===== config.mk =====
export PLATFORM = sky130hd
export DESIGN_NAME = vga_timing
export DESIGN_NICKNAME = d
export VERILOG_FILES = /design/src/rtl/vga_timing_pkg.sv /design/src/rtl/wrap_counter.sv /design/src/rtl/sync_pulse.sv /design/src/rtl/blank_stage.sv /design/src/rtl/vga_timing.sv
export SDC_FILE = /design/constraint.sdc
export NUM_CORES = 1
export LEC_CHECK = 0
export CAP_MARGIN = 20
export CORE_MARGIN = 8
export CORE_UTILIZATION = 40
export DETAILED_ROUTE_END_ITERATION = 8
export GPL_ROUTABILITY_DRIVEN = 1
export MAX_ROUTING_LAYER = met4
export PLACE_DENSITY = 0.67
export SLEW_MARGIN = 20
export SYNTH_ARGS = -nofsm -noshare
export SYNTH_HDL_FRONTEND = slang
export SYNTH_SLANG_ARGS = --single-unit
export TNS_END_PERCENT = 10

===== constraint.sdc =====
create_clock -name clk -period 1.5 [get_ports clk]
set_input_delay 0.3 -clock clk [delete_from_list [all_inputs] [get_ports clk]]
set_output_delay 0.3 -clock clk [all_outputs]
set_load 0.1 [all_outputs]

===== src/rtl/vga_timing_pkg.sv =====
package vga_timing_pkg;

  // Last count before a counter of length 'total' wraps.
  function automatic logic is_last(input int unsigned cnt, input int unsigned total);
    return cnt == total - 1;
  endfunction

  // Outside the visible rectangle?
  function automatic logic outside_view(input int unsigned px, input int unsigned ln,
                                        input int unsigned h_vis, input int unsigned v_vis);
    return (px >= h_vis) || (ln >= v_vis);
  endfunction

endpackage


===== src/rtl/wrap_counter.sv =====
module wrap_counter #(
  parameter int unsigned TOTAL = 381,
  parameter int unsigned W     = $clog2(TOTAL)
) (
  input  logic         clk,
  input  logic         rst,
  input  logic         en,
  output logic [W-1:0] cnt,
  output logic         at_last
);
  import vga_timing_pkg::*;

  assign at_last = is_last(int'(cnt), TOTAL);

  always_ff @(posedge clk or posedge rst) begin
    if (rst)          cnt <= '0;
    else if (en) begin
      if (at_last)    cnt <= '0;
      else            cnt <= cnt + 1'b1;
    end
  end
endmodule


===== src/rtl/sync_pulse.sv =====
module sync_pulse (
  input  logic clk,
  input  logic rst,
  input  logic en,
  input  logic go_low,
  input  logic go_high,
  output logic q_n
);
  always_ff @(posedge clk or posedge rst) begin
    if (rst)          q_n <= 1'b1;
    else if (en) begin
      if (go_low)     q_n <= 1'b0;
      else if (go_high) q_n <= 1'b1;
    end
  end
endmodule


===== src/rtl/blank_stage.sv =====
module blank_stage (
  input  logic clk,
  input  logic rst,
  input  logic d,
  output logic q
);
  always_ff @(posedge clk or posedge rst) begin
    if (rst) q <= 1'b0;
    else     q <= d;
  end
endmodule


===== src/rtl/vga_timing.sv =====
module vga_timing #(
  parameter int unsigned H_TOTAL  = 381,
  parameter int unsigned V_TOTAL  = 528,
  parameter int unsigned H_VIS    = 256,
  parameter int unsigned V_VIS    = 480,
  parameter int unsigned HS_FROM  = 291,
  parameter int unsigned HS_TO    = 337,
  parameter int unsigned VS_FROM  = 493,
  parameter int unsigned VS_TO    = 495,
  parameter int unsigned PX_W     = $clog2(H_TOTAL),
  parameter int unsigned LN_W     = $clog2(V_TOTAL)
) (
  input  logic            clk,
  input  logic            rst,
  output logic [PX_W-1:0] pix_cnt,
  output logic [LN_W-1:0] line_cnt,
  output logic            hsync_n,
  output logic            vsync_n,
  output logic            blank,
  output logic            blank_q
);
  import vga_timing_pkg::*;

  // Named internal events, also observed by the checker.
  logic line_end;
  logic frame_last;
  logic hs_fall, hs_rise, vs_fall, vs_rise;

  wrap_counter #(.TOTAL(H_TOTAL), .W(PX_W)) u_pix (
    .clk(clk), .rst(rst), .en(1'b1), .cnt(pix_cnt), .at_last(line_end)
  );

  wrap_counter #(.TOTAL(V_TOTAL), .W(LN_W)) u_line (
    .clk(clk), .rst(rst), .en(line_end), .cnt(line_cnt), .at_last(frame_last)
  );

  assign hs_fall = (int'(pix_cnt)  == HS_FROM);
  assign hs_rise = (int'(pix_cnt)  == HS_TO);
  assign vs_fall = (int'(line_cnt) == VS_FROM);
  assign vs_rise = (int'(line_cnt) == VS_TO);

  sync_pulse u_hs (
    .clk(clk), .rst(rst), .en(1'b1), .go_low(hs_fall), .go_high(hs_rise), .q_n(hsync_n)
  );

  sync_pulse u_vs (
    .clk(clk), .rst(rst), .en(line_end), .go_low(vs_fall), .go_high(vs_rise), .q_n(vsync_n)
  );

  assign blank = outside_view(int'(pix_cnt), int'(line_cnt), H_VIS, V_VIS);

  blank_stage u_blank (.clk(clk), .rst(rst), .d(blank), .q(blank_q));
endmodule


==> run summary <==
====================================================================================
Antenna Cells .........................................................            0
Clock-pin slew on the worst setup and hold paths ......................      0.12 ns
DRT Pass-1 Iters ......................................................            4
Clock period minus final worst setup slack ............................      1.83 ns
Violated checks ....................................................... negative setup slack
Clock sinks ...........................................................           22
Die footprint .........................................................  0.00502 mm²
Netlist area before placement .........................................  0.00120 mm²
Initial drt markers ...................................................           38
Top fanout value on the critical path .................................            3
DRC violation count after routing .....................................            0
Period utilisation layout .............................................         122%
Slew Limit Headroom ...................................................        73.5%
CTS tree ..............................................................         done
Fraction of layout cells with a size suffix above 1 ...................        57.9%
Post-synthesis register bit count .....................................           22
Power, Total ..........................................................     0.936 mW
Number of antenna-violating nets in the routed design .................            0
Kind of launch point of the worst setup path ..........................    flip-flop
Number of max-cap violations ..........................................            0
Crit path arrival time ................................................      1.53 ns
Count of nets after finishing .........................................          173
Starting Density ......................................................        40.8%
Critical path endpoint category .......................................  output port
Cell count after synthesis ............................................          112
Clock insertion delay at the later pin of the skew report .............      0.31 ns
Width of the chip .....................................................      70.9 µm
First-pass GRT wire length ............................................      5.31 mm
PD cells ..............................................................   453 mW/mm²
Result of the run ..................................................... complete, but fails checks
Part of the Yosys area used for sequential elements ...................        45.9%
Count of distinct cell types in the synthesized netlist ...............           38
Crit path kind ........................................................   reg -> out
Core occupancy in the finished layout .................................        70.0%
Residual overflow from global routing .................................            0
Number of placed I/O pins .............................................           25
Detailed placement HPWL ...............................................      2.35 mm
Maximum number of pins on one net before global-route repair ..........           23
Most area-consuming cells after synthesis ............................. sky130_fd_sc_hd__dfrtp_1, sky130_fd_sc_hd__ha_1, sky130_fd_sc_hd__nand3_1
Area inside the core boundary .........................................  0.00295 mm²
Min setup slack post-route ............................................    -0.328 ns
Required time worst endpoint ..........................................      1.20 ns
Least-Margin Pin Slew .................................................     0.391 ns
Average via count per standard cell ...................................         5.22
Unrepaired setup endpoints after global routing .......................         true
Hold violation count in the final report ..............................            0
Final weighted congestion in routability-driven placement .............        0.891
Floorplan row count ...................................................           20
Mean post-synth cell area .............................................     10.7 µm²
Detailed Route WL .....................................................      3.14 mm
Overall track demand over capacity in global routing ..................        13.6%
Synthesis-to-finish area growth .......................................        71.7%
Number of global-route vias before repair .............................         1038
Syn nets ..............................................................          120
Highest attainable clock frequency ....................................      547 MHz
Root buffer cell ...................................................... sky130_fd_sc_hd__clkbuf_4
# H-tree levels .......................................................            1
Leakage Power .........................................................     0.870 nW
Number of buffers inserted for hold repair after clock tree synthesis .            0
Synth top area share ..................................................        41.6%
Fin. max-slew vios ....................................................            0
Post-synthesis cell type with the largest combined area ............... sky130_fd_sc_hd__dfrtp_1
Routed vias ...........................................................         1029
Antenna violations before repair ......................................            0
Path category of the worst min-delay check ............................  in -> async
Die H .................................................................      70.9 µm
CP startpoint ......................................................... u_line.cnt[7]
Worst r2r src ......................................................... u_pix.cnt[0]
Final setup violating endpoints .......................................           10
Max Clock Skew ........................................................   0.00869 ns
Maximum vdd ir drop ...................................................   0.000558 V
Total CTS buffers .....................................................            3
IO Port Bufs ..........................................................           24
CTS Buffer Depth ......................................................            2
Routed len/inst .......................................................      15.9 µm
Synthesis warning total ...............................................            0
====================================================================================
synthesized netlist by cell type:
cell type / number
sky130_fd_sc_hd__and3_1: 2
sky130_fd_sc_hd__nand4b_1: 2
sky130_fd_sc_hd__a211o_1: 1
sky130_fd_sc_hd__and3b_1: 1
sky130_fd_sc_hd__or3_1: 1
sky130_fd_sc_hd__nand2_1: 6
sky130_fd_sc_hd__a41oi_1: 1
sky130_fd_sc_hd__nand4_1: 2
sky130_fd_sc_hd__o21ai_1: 1
sky130_fd_sc_hd__xor2_1: 5
sky130_fd_sc_hd__o21ai_0: 5
sky130_fd_sc_hd__nor4_1: 1
sky130_fd_sc_hd__nand3_2: 1
sky130_fd_sc_hd__nor4_4: 1
sky130_fd_sc_hd__nand4_2: 1
sky130_fd_sc_hd__buf_6: 2
sky130_fd_sc_hd__nand4_4: 1
sky130_fd_sc_hd__ha_1: 6
sky130_fd_sc_hd__dfstp_2: 2
sky130_fd_sc_hd__a31oi_1: 2
sky130_fd_sc_hd__o41ai_1: 1
sky130_fd_sc_hd__xnor2_1: 4
sky130_fd_sc_hd__o211ai_1: 1
sky130_fd_sc_hd__clkbuf_1: 1
sky130_fd_sc_hd__nand3_1: 11
sky130_fd_sc_hd__and3_4: 1
sky130_fd_sc_hd__a21oi_1: 1
sky130_fd_sc_hd__and4_1: 2
sky130_fd_sc_hd__buf_4: 1
sky130_fd_sc_hd__inv_1: 6
sky130_fd_sc_hd__nor2_1: 9
sky130_fd_sc_hd__nor4b_1: 3
sky130_fd_sc_hd__and2_1: 1
sky130_fd_sc_hd__mux2i_1: 2
sky130_fd_sc_hd__o32ai_1: 1
sky130_fd_sc_hd__a22o_1: 2
sky130_fd_sc_hd__mux2_2: 1
sky130_fd_sc_hd__dfrtp_1: 20
path summary, 6_finish.rpt:
kind	cells past startpoint	slack, ns	endpoint
worst max-delay path	3	-0.33	blank
worst min-delay path	3	0.30	u_pix.cnt[7]
worst max register to register	5	-0.12	u_line.cnt[3]
worst min register to register	1	0.55	u_line.cnt[8]
max in group asynchronous	3	0.90	u_vs.q_n
min in group clk	1	0.55	u_line.cnt[8]
area by class of cell:
| class | count | area (µm²) |
|---|---|---|
| sequential | 22 | 594 |
| multi-input combinational | 80 | 671 |
| clock buffer | 4 | 36.3 |
| fill | 218 | 886 |
| timing repair buffer | 52 | 699 |
| inverter | 6 | 25.0 |
| tap | 33 | 41.3 |
state kept, by name, summed over array words and instances, names as in the netlist:
signal	flops
u_hs.q_n	1
u_line.cnt	10
u_pix.cnt	9
u_vs.q_n	1
u_blank.q	1
power by group:
part / internal [mW] / leakage [nW] / total (mW) / switching, mW
clock network: 0.148 / 0.0210 / 0.327 / 0.179
registers: 0.593 / 0.256 / 0.593 / 0
logic: 0.00418 / 0.592 / 0.0162 / 0.0120
total: 0.745 / 0.870 / 0.936 / 0.191
repair_timing:
action	CTS	global route
pin swaps	3	3
endpoints found under the setup margin	10	21
resized for setup	7	11
setup buffers	0	1
cell usage in the layout, fill, tap and decap left out, drive strengths merged, types with 4 or more instances in the layout:
cell,Yosys,routed
inv,6,6
xor2,5,5
clkbuf,1,4
xnor2,4,4
dfrtp,20,20
nand4,4,4
ha,6,6
o21ai,6,6
nor2,9,9
nand2,6,6
nand3,12,12
buf,3,51
logic make-up (layout without fill, tap and decap cells):
logic type	count (synthesis)	after routing	share of synthesized area, %
xor+xnor	9	9	6.55
mux	3	3	2.60
simple gates	46	46	25.1
flops	22	22	45.9
compound gates	16	16	8.94
fa+ha+maj	6	6	6.24
buf+inv	10	62	4.68
worst max-delay path, cell delays in order, from the launching register on:
cell and delay, ns:
sky130_fd_sc_hd__dfrtp_4 0.49, sky130_fd_sc_hd__and4_4 0.20, sky130_fd_sc_hd__or3_4 0.34, sky130_fd_sc_hd__buf_12 0.18
metal layers:
metal / global-route usage [%] / wire (µm)
met2: 21.4 / 1610
met4: 4.16 / 38
met1: 17.0 / 1420
met3: 2.82 / 72
met5: - / 0
stage by stage:
stage | setup TNS, ns | worst slack, ns | instances | area (µm²) | hold WS (ns)
detailed placement | -0.491 | -0.0837 | 192 | 1950 | 0.495
CTS | -0.799 | -0.348 | 196 | 2000 | 0.306
global route | -1.92 | -0.394 | 197 | 2070 | 0.324
floorplan | -2.57 | -0.208 | 112 | 1260 | 0.287
finish | -0.957 | -0.328 | 197 | 2070 | 0.303
global placement | -0.0531 | -0.0244 | 192 | 1950 | 0.487
Power figures use the tool's default switching activity.
